==> src/rtl/rc_pkg.sv <==
package rc_pkg;

    typedef enum logic [1:0] {
        KEYS_NONE = 2'd0,
        KEYS_ALL4 = 2'd1,
        KEYS_LOW3 = 2'd2,
        KEYS_LOW2 = 2'd3
    } key_sel_e;

    // Selected keys as a bit mask; bit i stands for key i.
    function automatic logic [3:0] key_mask(key_sel_e sel);
        case (sel)
            KEYS_ALL4: return 4'b1111;
            KEYS_LOW3: return 4'b0111;
            KEYS_LOW2: return 4'b0011;
            default:   return 4'b0000;
        endcase
    endfunction

    typedef struct packed {
        logic tap_2hz;
        logic tap_1hz;
        logic rise_1hz;
    } taps_t;

endpackage

==> src/rtl/rc_divider.sv <==
module rc_divider #(
    parameter int DIV_W = 15
) (
    input  logic          clk,
    input  logic          por,
    output rc_pkg::taps_t taps
);
    logic [DIV_W-1:0] cnt;
    logic             slow_q;

    always_ff @(posedge clk) begin
        if (por) begin
            cnt    <= '0;
            slow_q <= 1'b0;
        end else begin
            cnt    <= cnt + 1'b1;
            slow_q <= cnt[DIV_W-1];
        end
    end

    always_comb begin
        taps.tap_2hz  = cnt[DIV_W-2];
        taps.tap_1hz  = cnt[DIV_W-1];
        taps.rise_1hz = cnt[DIV_W-1] & ~slow_q;
    end
endmodule

==> src/rtl/rc_sync.sv <==
module rc_sync #(
    parameter int         W       = 1,
    parameter logic [W-1:0] RST_VAL = '0
) (
    input  logic         clk,
    input  logic         por,
    input  logic [W-1:0] d,
    output logic [W-1:0] q
);
    logic [W-1:0] stage1;

    always_ff @(posedge clk) begin
        if (por) begin
            stage1 <= RST_VAL;
            q      <= RST_VAL;
        end else begin
            stage1 <= d;
            q      <= stage1;
        end
    end
endmodule

==> src/rtl/rc_key_qual.sv <==
module rc_key_qual #(
    parameter int               NR_CYCLES = 49,
    parameter bit               TA_EN     = 1'b0,
    parameter rc_pkg::key_sel_e KEY_SEL   = rc_pkg::KEYS_ALL4
) (
    input  logic       clk,
    input  logic       por,
    input  logic [3:0] keys_s,
    input  logic       rise_1hz,
    output logic       key_hit
);
    localparam int          NR_W = $clog2(NR_CYCLES + 1);
    localparam logic [3:0]  MASK = rc_pkg::key_mask(KEY_SEL);
    localparam logic [NR_W-1:0] NR_MAX = NR_W'(NR_CYCLES);

    logic            chord;
    logic [NR_W-1:0] run_cnt;
    logic            filt_ok;

    assign chord   = (MASK != 4'b0000) && ((keys_s & MASK) == 4'b0000);
    assign filt_ok = (run_cnt == NR_MAX);

    // Noise filter: consecutive cycles, restart on any break.
    always_ff @(posedge clk) begin
        if (por || !chord)
            run_cnt <= '0;
        else if (!filt_ok)
            run_cnt <= run_cnt + 1'b1;
    end

    generate
        if (TA_EN) begin : g_hold
            logic armed;
            logic hit_q;
            always_ff @(posedge clk) begin
                if (por || !filt_ok) begin
                    armed <= 1'b0;
                    hit_q <= 1'b0;
                end else if (rise_1hz) begin
                    if (armed)
                        hit_q <= 1'b1;
                    armed <= 1'b1;
                end
            end
            assign key_hit = hit_q;
        end else begin : g_direct
            assign key_hit = filt_ok;
        end
    endgenerate
endmodule

==> src/rtl/rc_rst_latch.sv <==
module rc_rst_latch (
    input  logic clk,
    input  logic por,
    input  logic set_req,
    input  logic tap_2hz,
    output logic rst_q
);
    always_ff @(posedge clk) begin
        if (por || set_req)
            rst_q <= 1'b1;
        else if (tap_2hz)
            rst_q <= 1'b0;
    end
endmodule

==> src/rtl/rc_reset_ctl.sv <==
module rc_reset_ctl #(
    parameter int               DIV_W     = 15,
    parameter int               NR_CYCLES = 49,
    parameter bit               TA_EN     = 1'b0,
    parameter rc_pkg::key_sel_e KEY_SEL   = rc_pkg::KEYS_ALL4
) (
    input  logic       clk,
    input  logic       por,
    input  logic       rst_pin_n,
    input  logic [3:0] keys_n,
    output logic       sys_rst
);
    rc_pkg::taps_t taps;
    logic          tap_2hz;
    logic          rise_1hz;
    logic          pin_sync;
    logic [3:0]    keys_s;
    logic          key_hit;

    rc_divider #(.DIV_W(DIV_W)) u_div (
        .clk (clk),
        .por (por),
        .taps(taps)
    );
    assign tap_2hz  = taps.tap_2hz;
    assign rise_1hz = taps.rise_1hz;

    rc_sync #(.W(1), .RST_VAL(1'b0)) u_pin_sync (
        .clk(clk),
        .por(por),
        .d  (rst_pin_n),
        .q  (pin_sync)
    );

    rc_sync #(.W(4), .RST_VAL(4'hF)) u_key_sync (
        .clk(clk),
        .por(por),
        .d  (keys_n),
        .q  (keys_s)
    );

    rc_key_qual #(
        .NR_CYCLES(NR_CYCLES),
        .TA_EN    (TA_EN),
        .KEY_SEL  (KEY_SEL)
    ) u_keys (
        .clk     (clk),
        .por     (por),
        .keys_s  (keys_s),
        .rise_1hz(rise_1hz),
        .key_hit (key_hit)
    );

    rc_rst_latch u_latch (
        .clk    (clk),
        .por    (por),
        .set_req(~pin_sync | key_hit),
        .tap_2hz(tap_2hz),
        .rst_q  (sys_rst)
    );
endmodule

==> config.mk <==
export PLATFORM = sky130hd
export DESIGN_NAME = rc_reset_ctl
export DESIGN_NICKNAME = d
export VERILOG_FILES = /design/src/rtl/rc_pkg.sv /design/src/rtl/rc_divider.sv /design/src/rtl/rc_sync.sv /design/src/rtl/rc_key_qual.sv /design/src/rtl/rc_rst_latch.sv /design/src/rtl/rc_reset_ctl.sv
export SDC_FILE = /design/constraint.sdc
export NUM_CORES = 1
export LEC_CHECK = 0
export ABC_AREA = 1
export BUFFER_PORTS_ARGS = -buffer_cell sky130_fd_sc_hd__buf_2
export CORE_MARGIN = 3
export CORE_UTILIZATION = 50
export DETAILED_ROUTE_END_ITERATION = 7
export GPL_ROUTABILITY_DRIVEN = 0
export PLACE_DENSITY = 0.7
export SKIP_LAST_GASP = 1
export SYNTH_ARGS = -nofsm -noshare
export SYNTH_HDL_FRONTEND = slang
export SYNTH_SLANG_ARGS = --single-unit
export TNS_END_PERCENT = 30
==> constraint.sdc <==
create_clock -name clk -period 1 [get_ports clk]
set_input_delay 0.2 -clock clk [delete_from_list [all_inputs] [get_ports clk]]
set_output_delay 0.2 -clock clk [all_outputs]
set_load 0.03 [all_outputs]
# After elaboration in Yosys (flattened, before gate mapping)
# Cells that the tools add are included.
# Widths: inputs -> output; s select.
# classes
eq_ne	1
reduce_logical	4
bitwise_logic	2
n_addsub	2
# op_table
operator	count
$add 15x1->15 const B	1
$add 6x1->6 const B	1
$eq 6x6->1 const B	1
$logic_not 4->1	1
$logic_or 1x1->1	2
$logic_not 1->1	1
$not 1->1	1
$or 1x1->1	1
# totals
reg_bits	32
elab_cells	16
output_inout_bits	1

# Longest topological paths before layout
# Gate-level depths: netlist of run 1.
# logic_depth
word_depth	3
mapped_depth	7

# Hierarchy
# From an unflattened synthesis of run 1, not the netlist that was laid out.
# unflattened
hier_cells	202
hier_area_um2	1423.9
# modules_own_cells
module	area_each_um2	cells_each	n_inst
rc_divider	775.7	115	1
rc_key_qual	326.6	49	1
rc_sync at u_key_sync	224.0	25	1
rc_sync at u_pin_sync	55.1	6	1
rc_rst_latch	35.0	5	1
rc_reset_ctl	7.5	2	1

# Worst setup path before layout of run 1
# Ideal clock, no wire load.
# synth_path
kind	flip-flop to flip-flop
startpoint	register u_keys.run_cnt[0]
endpoint	register u_keys.run_cnt[4]
path_stages_with_launch	5
setup_slack_ns	-0.069
path_buffers	0
arrival_time_ns	0.999
required_time_ns	0.930
period_less_slack_ns	1.069
path_cell_list	dfxtp_1 ha_1 nand3_1 or2_2 a21oi_1
# synth_between
elab_chain_cells	1
# synth_rtl
item	line	rtl
from (decl)	rc_key_qual.sv:17	logic [NR_W-1:0] run_cnt;
from (signal assigned)	rc_key_qual.sv:28	run_cnt <= run_cnt + 1'b1;
$add 6x1->6 / $eq 6x6->1 (equally long branches)	rc_key_qual.sv:28, rc_key_qual.sv:21	
# Parallel ways exist; a longest one is shown, timed or not.
# A chain may end at the register's enable or synchronous reset.

# Worst setup path in the final report of run 1
# layout_path
startpoint	register u_keys.run_cnt[1]
endpoint	register u_keys.run_cnt[1]
# The elaborated chain is that of the path after synthesis.

==> flow_metrics.py, run 1 <==
metrics = {
    "floorplan": {
        "dieWidth_um": 56.3,
        "ios": 8,
        "rows": 17,
        "coreArea_um2": 2300,
        "start_util": 0.551,
        "die_height_um": 56.3,
        "die_area_um2": 3170,
    },
    "critical_path": {
        "end_kind": "flip-flop",
        "r2r_setup_slack_ns": -0.1,
        "path_buf_inv": 1,
        "arrival_ns": 1.32,
        "r2r-start": "u_keys.run_cnt[1]",
        "crit_chain": "inv_4, ha_4, nand4_1, o21ai_1, nor2_1",
        "cp_max_fo": 4,
        "startpoint_type": "flip-flop",
        "cp_num_cells": 5,
        "crit_path_max_incr_delay_ns": 0.38,
        "slowest_stage": "dfxtp_4",
        "criticalPathCategory": "flip-flop to flip-flop",
        "reg2reg_depth": 5,
        "path_delay_family": "flip-flops",
        "critical_path_required_ns": 1.22,
        "r2r-end": "u_keys.run_cnt[1]",
    },
    "outcome": {
        "run_status": "complete, but fails checks",
        "violations": "negative setup slack",
    },
    "synth": {
        "async_flop_share": 0,
        "synth_fp_nets": 174,
        "syn_inst": 164,
        "synth_common_cells": "31 x dfxtp_1, 31 x nand2_1, 25 x nor2_1",
        "netlist_top_cells_area": "dfxtp_1 49%, nand2_1 9.2%, nor2_1 7.4%, inv_1 6.8%, or2_2 4.5%",
        "synth_top_area_cell": "dfxtp_1",
        "synth_top_area_frac": 0.491,
        "ys.flop_type": "dfxtp_1",
        "synth-seq-area-share": 0.491,
        "synth.avg_cell_area_um2": 7.71,
        "yosysWarnings": 0,
        "synth_edf_count": 0,
        "synth-seq-cells": 31,
        "synth_area_um2": 1260,
        "yosys.cell_types.count": 21,
    },
    "clock_network": {
        "htreeDepth": 2,
        "cts_hold_buf": 0,
        "cts_buffers": 5,
        "cts_buffer_depth": 2,
        "clock_latency_ns": 0.32,
        "cts_tree": "built",
        "clk_pin_slew_ns": 0.09,
        "clock_sinks": 31,
        "cts_root_buf": "clkbuf_4",
    },
    "global_route": {
        "track_usage": 0.168,
        "grt_pass1_wl_mm": 4.13,
        "grt_antenna_before_repair": 0,
        "grt_max_degree": 15,
        "grt_pass1_vias": 1055,
        "overflow": 0,
    },
    "final_layout": {
        "final_core_util": 0.696,
        "syn_to_final_growth_pct": 26.3,
        "final_area_um2": 1600,
        "nNetsFinal": 201,
        "diodes": 0,
        "layout-drive-gt1-share": 0.319,
    },
    "sta": {
        "clock_skew_ns": 0.00812,
        "max_freq_ghz": 0.912,
        "worst_pin_slew_ns": 0.265,
        "fin_crit_sh": 1.10,
        "setup_viol_count_final": 15,
        "maxSlewViolCount": 0,
        "relSlewSlack": 0.823,
        "fin_ws_ns": -0.0965,
        "hold_viol": 0,
        "finalCriticalPeriod_ns": 1.10,
        "rsz0062_at_grt": "yes",
    },
    "routing": {
        "wl_per_cell_um": 10.6,
        "drc": 0,
        "vias_per_cell": 4.92,
        "drt_wl_total_mm": 2.32,
        "firstDrtPassIters": 4,
        "drt_iter0_drc": 15,
        "ant_nets": 0,
        "num_vias": 1078,
    },
    "worst_hold_path": {
        "hp-class": "primary input to flip-flop",
        "holdPathStages": 2,
        "min-delay-start": "keys_n[0]",
        "min_to": "u_key_sync.stage1[0]",
    },
    "pwr": {
        "switching_power_uw": 462,
        "powerDensity_nw_per_um2": 1310,
        "irDropWorstVdd_mv": 1.14,
        "swShare": 0.221,
        "clockPowerShare": 0.345,
        "cellInternalPower_mw": 1.63,
        "seqPwrFrac": 0.608,
        "p_total_mw": 2.09,
        "power_leakage_nw": 0.659,
        "comb_power_share": 0.047,
    },
    "place": {
        "io_buffers": 7,
        "place_ws_ns": -0.111,
        "dp_hpwl_mm": 1.61,
        "place_area_um2": 1450,
    },
    "flow_run": {
        "max-cap-violations": 0,
    },
}
## cell usage in the layout, fill, tap and decap left out
cell and n:
clkinv_2 1, clkbuf_4 5, inv_1 20, nand3_1 7, clkinv_1 1, xnor2_1 4
o21a_1 1, o21ai_1 2, inv_4 1, dfxtp_4 5, clkbuf_8 1, nor2_2 3
o21ai_0 1, buf_2 7, nand4_1 5, or2_2 9, buf_4 15, a21oi_1 7
nand3_4 2, nand3_2 1, nor2_1 24, nand2_4 1, nand3b_1 1, nand2_1 29
nand2_2 1, nor3_1 2, dfxtp_1 24, inv_2 2, or2_1 1, ha_4 3
dfxtp_2 2, nor2_4 2, nor3b_1 1
## registers in the layout, indices dropped and copies added, names as in the netlist
name and count:
u_pin_sync.stage1 1, u_pin_sync.q 1, u_div.cnt 14, u_key_sync.stage1 4
u_key_sync.q 4, u_keys.run_cnt 6, u_latch.rst_q 1
## worst reg2reg max path: stages (launching register included)
cell,delay (ns)
dfxtp_4,0.38
inv_4,0.06
ha_4,0.11
nand4_1,0.18
o21ai_1,0.21
nor2_1,0.05
## per-layer routing
layer / routed length (um) / track usage / part of all wire
met2: 1160 / 0.282 / 0.50
met4: 38 / 0.0814 / 0.016
met3: 111 / 0.0690 / 0.048
met5: 0 / 0 / 0
met1: 1010 / 0.182 / 0.43
## stage by stage
| stage | instances | hold slack [ns] | setup TNS, ns |
|---|---|---|---|
| finish | 219 | 0.0642 | -0.605 |
| detailed placement | 210 | 0.382 | -0.911 |
| floorplan | 164 | 0.304 | -0.0613 |
| CTS | 219 | 0.0508 | -0.603 |
| global route | 219 | 0.0495 | -1.95 |
| global placement | 210 | 0.380 | -0.385 |
## power groups by stage
stage	Sequential [mW]	Combinational [mW]	Clock (mW)
after floorplan	1.30	0.0548	0
after global placement	1.30	0.0832	0
after detailed placement	1.30	0.0865	0
after CTS	1.27	0.0974	0.744
after global routing	1.28	0.116	0.801
final	1.27	0.0985	0.722
## worst max path at each step
stage	startpoint	endpoint	slack, ns
4_1_cts	u_keys.run_cnt[1]	u_keys.run_cnt[0]	-0.09
3_5_place_dp	u_div.cnt[0]	u_div.cnt[10]	-0.11
2_1_floorplan	u_div.cnt[0]	u_div.cnt[10]	-0.03
5_1_grt	u_keys.run_cnt[1]	u_keys.run_cnt[0]	-0.17
6_report	u_keys.run_cnt[1]	u_keys.run_cnt[1]	-0.1
3_3_place_gp	u_keys.run_cnt[1]	u_keys.run_cnt[1]	-0.06
## layout make-up
type | count | area (um^2)
clock buffer | 6 | 51.3
clock inverter | 1 | 5.00
fill | 195 | 699
sequential | 31 | 642
multi-input combinational | 107 | 624
timing repair buffer | 22 | 148
tap | 28 | 35.0
inverter | 24 | 92.6
## repair_timing
| action | CTS | global route |
|---|---|---|
| buffers inserted | 2 | 0 |
| endpoints found under the setup margin | 17 | 19 |
| pin swaps | 10 | 6 |
| gates resized for setup | 19 | 7 |
## logic make-up after synthesis
family | Yosys count | synth area share
AO/OA/AOI/OAI | 11 | 0.0455
XOR/XNOR | 4 | 0.0277
buffers and inverters | 26 | 0.0791
adder cells (fa/ha/maj) | 3 | 0.0297
flip-flops | 31 | 0.491
AND/OR/NAND/NOR | 89 | 0.327
No activity file was read; power rests on OpenSTA's default activity.
==> inputs of run 2 (changes only) <==
--- a/config.mk
+++ b/config.mk
@@ -8,10 +8,10 @@
 export ABC_AREA = 1
 export BUFFER_PORTS_ARGS = -buffer_cell sky130_fd_sc_hd__buf_2
 export CORE_MARGIN = 3
-export CORE_UTILIZATION = 50
+export CORE_UTILIZATION = 52
 export DETAILED_ROUTE_END_ITERATION = 7
 export GPL_ROUTABILITY_DRIVEN = 0
-export PLACE_DENSITY = 0.7
+export PLACE_DENSITY = 0.73
 export SKIP_LAST_GASP = 1
 export SYNTH_ARGS = -nofsm -noshare
 export SYNTH_HDL_FRONTEND = slang
==> run 2 against run 1 <==
Against the previous run: the run still ends with negative setup slack left; clock-buffer cell count did not move; first-iteration DRC count rose by 53%; largest cell class is now multi-input gates; worst setup slack improved by 0.020 ns; sequential power barely moved; cell count rose by 0.91%; utilization rose by 6.1 points; clock skew rose by 0.0050 ns; sequential share of layout area fell by 2.0 points; die area fell by 3.5%.
==> flow_metrics.py, run 2 (synthesized netlist as in run 1, its figures left out) <==
metrics = {
    "pwr": {
        "powerDensity_nw_per_um2": 1400,
        "seqPwrFrac": 0.532,
        "power_leakage_nw": 0.686,
        "clockPowerShare": 0.427,
        "comb_power_share": 0.041,
        "cellInternalPower_mw": 1.89,
        "p_total_mw": 2.39,
        "swShare": 0.207,
        "switching_power_uw": 495,
        "irDropWorstVdd_mv": 1.19,
    },
    "final_layout": {
        "mostFrequentLayoutCell": "nand2_1",
        "nNetsFinal": 202,
        "syn_to_final_growth_pct": 34.8,
        "mostFrequentLayoutCells": "26 x nand2_1, 20 x nor2_1, 19 x inv_1, 19 x dfxtp_1, 16 x buf_4",
        "fin_cells": 221,
        "final_core_util": 0.756,
        "largestRegisters": "u_div.cnt x14, u_keys.run_cnt x6",
        "layout-drive-gt1-share": 0.425,
        "largest_reg_flops": 14,
        "regMostFlops": "u_div.cnt",
        "final_area_um2": 1710,
        "diodes": 0,
    },
    "floorplan": {
        "start_util": 0.561,
        "coreArea_um2": 2250,
        "die_height_um": 55.3,
        "die_area_um2": 3060,
        "ios": 8,
        "dieWidth_um": 55.3,
        "rows": 17,
    },
    "global_route": {
        "grt_antenna_before_repair": 0,
        "grt_pass1_vias": 1071,
        "grt_pass1_wl_mm": 4.16,
        "track_usage": 0.173,
        "grt_max_degree": 15,
        "overflow": 0,
    },
    "sta": {
        "worst_pin_slew_ns": 0.253,
        "fin_crit_sh": 1.08,
        "clock_skew_ns": 0.0131,
        "fin_ws_ns": -0.0764,
        "rsz0062_at_grt": "yes",
        "relSlewSlack": 0.830,
        "setup_viol_count_final": 14,
        "hold_viol": 0,
        "finalCriticalPeriod_ns": 1.08,
        "maxSlewViolCount": 0,
        "hold_slack_ns": 0.0438,
        "max_freq_ghz": 0.929,
    },
    "clock_network": {
        "cts_buffers": 5,
        "cts_buffer_depth": 2,
        "cts_root_buf": "clkbuf_4",
        "clock_latency_ns": 0.34,
        "clock_sinks": 31,
        "cts_hold_buf": 0,
        "htreeDepth": 2,
        "cts_tree": "built",
        "clk_pin_slew_ns": 0.10,
    },
    "flow_run": {
        "max-cap-violations": 0,
    },
    "outcome": {
        "run_status": "complete, but fails checks",
        "violations": "negative setup slack",
    },
    "critical_path": {
        "arrival_ns": 1.32,
        "cp_max_fo": 4,
        "criticalPathCategory": "flip-flop to flip-flop",
        "crit_chain": "inv_2, ha_4, nand4_1, o21ai_1, nor2_1",
        "slowest_stage": "dfxtp_4",
        "startpoint_type": "flip-flop",
        "path_buf_inv": 1,
        "path_delay_family": "flip-flops",
        "critical_path_required_ns": 1.24,
        "end_kind": "flip-flop",
        "crit_path_max_incr_delay_ns": 0.38,
    },
    "place": {
        "dp_hpwl_mm": 1.59,
        "placed_cells": 210,
        "io_buffers": 7,
        "place_area_um2": 1450,
    },
    "worst_hold_path": {
        "hp-class": "primary input to flip-flop",
    },
    "routing": {
        "drt_iter0_drc": 23,
        "drt_wl_total_mm": 2.47,
        "ant_nets": 0,
        "vias_per_cell": 4.92,
        "drc": 0,
        "wl_per_cell_um": 11.2,
        "num_vias": 1088,
        "firstDrtPassIters": 4,
    },
}
## run 2: cell types whose count changed in the layout (fill, tap and decap cells not counted), sizes merged
cell,previous run,this run
buf,22,23
bufinv,0,1
## run 2: stage by stage
| stage | setup TNS (ns) | setup WS [ns] |
|---|---|---|
| after CTS | -0.630 | -0.0705 |
| final | -0.449 | -0.0764 |
| after global placement | -0.428 | -0.0675 |
| after floorplan | -0.0613 | -0.0295 |
| after detailed placement | -0.857 | -0.112 |
| after global routing | -1.83 | -0.154 |
## run 2: path summary, 6_finish.rpt
check,to,cells after the start,slack (ns),start
worst max-delay path,u_keys.run_cnt[0],5,-0.08,u_keys.run_cnt[1]
worst max register to register,u_keys.run_cnt[0],5,-0.08,u_keys.run_cnt[1]
worst min register to register,u_latch.rst_q,1,0.41,u_pin_sync.q
worst min-delay path,u_key_sync.stage1[3],2,0.04,keys_n[3]
## run 2: power by group through the flow
stage	clock network, mW	logic, mW	registers, mW
2_1_floorplan	0	0.0548	1.30
6_report	1.02	0.0975	1.27
4_1_cts	1.05	0.0896	1.27
3_5_place_dp	0	0.0857	1.30
3_3_place_gp	0	0.0834	1.30
5_1_grt	1.14	0.112	1.28
## run 2: cell type report
class / count / area, um^2
Fill cell: 162 / 549
Clock buffer: 6 / 51.3
Inverter: 24 / 90.1
Multi-Input combinational cell: 107 / 682
Sequential cell: 31 / 651
Clock inverter: 2 / 35.0
Timing Repair Buffer: 23 / 161
Tap cell: 28 / 35.0
## run 2: layer usage
layer / vias up / wire length, um / track usage
met5: - / 0 / 0
met4: 0 / 84 / 0.139
met3: 9 / 94 / 0.0724
met2: 18 / 1270 / 0.277
met1: 495 / 1020 / 0.175
li1: 566 / - / -
## run 2: timing repair
action / in CTS / in global routing
setup endpoints to repair: 18 / 20
buffers inserted: 0 / 3
cloned: 0 / 0
gates resized for setup: 28 / 22
pin swaps: 10 / 9
==> inputs of run 3 (changes only) <==
--- a/config.mk
+++ b/config.mk
@@ -16,4 +16,3 @@
 export SYNTH_ARGS = -nofsm -noshare
 export SYNTH_HDL_FRONTEND = slang
 export SYNTH_SLANG_ARGS = --single-unit
-export TNS_END_PERCENT = 30
==> run 3 against run 2 <==
Against the previous run: critical endpoint is now u_keys.run_cnt[1]; critical path depth is 1 higher; first-iteration DRC count increased by 4.3%; die area stayed put; the flow still finishes with violations (negative setup slack); flip-flop and latch count unchanged; clock skew shrank 0.0043 ns; combinational power is 9% higher.
==> flow_metrics.py, run 3 (synthesized netlist as in run 1, its figures left out) <==
metrics = {
    "outcome": {
        "run_status": "complete, but fails checks",
        "violations": "negative setup slack",
    },
    "routing": {
        "vias_per_cell": 4.91,
        "wl_per_cell_um": 11.4,
        "drc": 0,
        "num_vias": 1091,
        "ant_nets": 0,
        "drt_wl_total_mm": 2.53,
        "drt_iter0_drc": 24,
        "firstDrtPassIters": 4,
    },
    "pwr": {
        "irDropWorstVdd_mv": 1.25,
        "powerDensity_nw_per_um2": 1290,
        "power_leakage_nw": 0.678,
    },
    "final_layout": {
        "largestRegisters": "u_div.cnt x14, u_keys.run_cnt x6",
        "mostFrequentLayoutCell": "nand2_1",
        "nNetsFinal": 203,
        "layout-drive-gt1-share": 0.423,
        "final_core_util": 0.760,
        "syn_to_final_growth_pct": 35.4,
        "fin_cells": 222,
        "regMostFlops": "u_div.cnt",
        "diodes": 0,
        "mostFrequentLayoutCells": "26 x nand2_1, 21 x inv_1, 21 x dfxtp_1",
        "largest_reg_flops": 14,
    },
    "critical_path": {
        "reg2reg_depth": 6,
        "startpoint": "u_keys.run_cnt[1]",
        "startpoint_type": "flip-flop",
        "path_buf_inv": 2,
        "r2r-end": "u_keys.run_cnt[1]",
        "crit_chain": "inv_2, ha_4, nand4_1, inv_1, nor2_1, nor2_1",
        "path_delay_family": "flip-flops",
        "cp_max_fo": 4,
        "arrival_ns": 1.31,
        "crit_path_frequent_cell": "nor2_1",
        "criticalPathCategory": "flip-flop to flip-flop",
        "critical_path_required_ns": 1.24,
        "r2r_setup_slack_ns": -0.08,
        "r2r-start": "u_keys.run_cnt[1]",
        "slowest_stage": "dfxtp_4",
        "end_kind": "flip-flop",
        "crit_path_max_incr_delay_ns": 0.39,
    },
    "clock_network": {
        "cts_tree": "built",
        "cts_buffers": 5,
        "clock_sinks": 31,
        "clk_pin_slew_ns": 0.10,
        "cts_buffer_depth": 2,
        "clock_latency_ns": 0.33,
        "cts_root_buf": "clkbuf_4",
        "htreeDepth": 2,
    },
    "flow_run": {
        "max-cap-violations": 0,
    },
    "sta": {
        "tns_ns": -0.538,
        "worst_pin_slew_ns": 0.238,
        "setup_viol_count_final": 13,
        "clock_skew_ns": 0.00879,
        "fin_crit_sh": 1.08,
        "rsz0062_at_grt": "yes",
        "hold_slack_ns": 0.0483,
        "max_freq_ghz": 0.929,
        "finalCriticalPeriod_ns": 1.08,
        "fin_ws_ns": -0.0769,
        "hold_viol": 0,
        "relSlewSlack": 0.841,
        "maxSlewViolCount": 0,
    },
    "global_route": {
        "grt_pass1_vias": 993,
        "track_usage": 0.168,
        "grt_antenna_before_repair": 0,
        "grt_pass1_wl_mm": 4.03,
        "overflow": 0,
        "grt_max_degree": 15,
    },
    "floorplan": {
        "ios": 8,
        "rows": 17,
        "die_area_um2": 3060,
        "start_util": 0.561,
        "coreArea_um2": 2250,
        "dieWidth_um": 55.3,
        "die_height_um": 55.3,
    },
    "worst_hold_path": {
        "holdPathStages": 2,
        "min_to": "u_key_sync.stage1[1]",
        "min-delay-start": "keys_n[1]",
        "hp-class": "primary input to flip-flop",
    },
    "place": {
        "placed_cells": 207,
        "dp_hpwl_mm": 1.52,
        "io_buffers": 7,
    },
}
run 3: cell count changes in the layout (fill, tap and decap cells not counted), moves of 2 or more:
cell	change
dfxtp_2	-3
nand3_2	+2
nand3_1	-2
dfxtp_1	+2
inv_1	+2
inv_2	-3
run 3: cell type report:
cell class / instances / area (um^2)
Multi-Input combinational cell: 107 / 693
Sequential cell: 31 / 651
Fill cell: 156 / 542
Timing Repair Buffer: 24 / 169
Inverter: 24 / 92.6
Clock buffer: 7 / 65.1
Tap cell: 28 / 35.0
Clock inverter: 1 / 7.51
run 3: worst max path at each step:
stage / slack, ns / depth (start not counted) / to
2_1_floorplan: 0.001 / 4 / u_keys.run_cnt[4]
3_3_place_gp: -0.06 / 6 / u_keys.run_cnt[0]
3_5_place_dp: -0.11 / 6 / u_keys.run_cnt[1]
4_1_cts: -0.07 / 6 / u_keys.run_cnt[1]
5_1_grt: -0.15 / 6 / u_div.cnt[9]
6_report: -0.08 / 6 / u_keys.run_cnt[1]
run 3: per-stage QoR:
step / power [mW] / area, um^2 / setup WS [ns]
final: 2.22 / 1710 / -0.0769
after detailed placement: 1.40 / 1440 / -0.108
after CTS: 2.23 / 1590 / -0.0652
after floorplan: 1.36 / 1300 / 0.00148
after global routing: 2.31 / 1710 / -0.146
after global placement: 1.39 / 1440 / -0.0621
run 3: worst register-to-register path: stages, from the launching register on:
cell and delay, ns:
dfxtp_4 0.39, inv_2 0.05, ha_4 0.14, nand4_1 0.14
inv_1 0.09, nor2_1 0.12, nor2_1 0.05
run 3: timing repair:
item / CTS / global route
gates resized for setup: 22 / 25
setup endpoints to repair: 14 / 17
hold buffers: 0 / 0
buffers inserted: 2 / 5
pin swaps: 8 / 19
run 3: power breakdown:
part | leakage, nW | switching (mW) | total [mW] | internal [mW]
clock | 0.0375 | 0.429 | 0.840 | 0.411
combinational | 0.382 | 0.0493 | 0.106 | 0.0568
sequential | 0.258 | 0.0182 | 1.27 | 1.25
run 3: routing by layer:
metal,GRT usage,up-vias,share of wire
met4,0.104,0,0.036
met5,0,-,0
met1,0.187,486,0.42
met3,0.0421,11,0.031
li1,-,575,-
met2,0.284,19,0.52
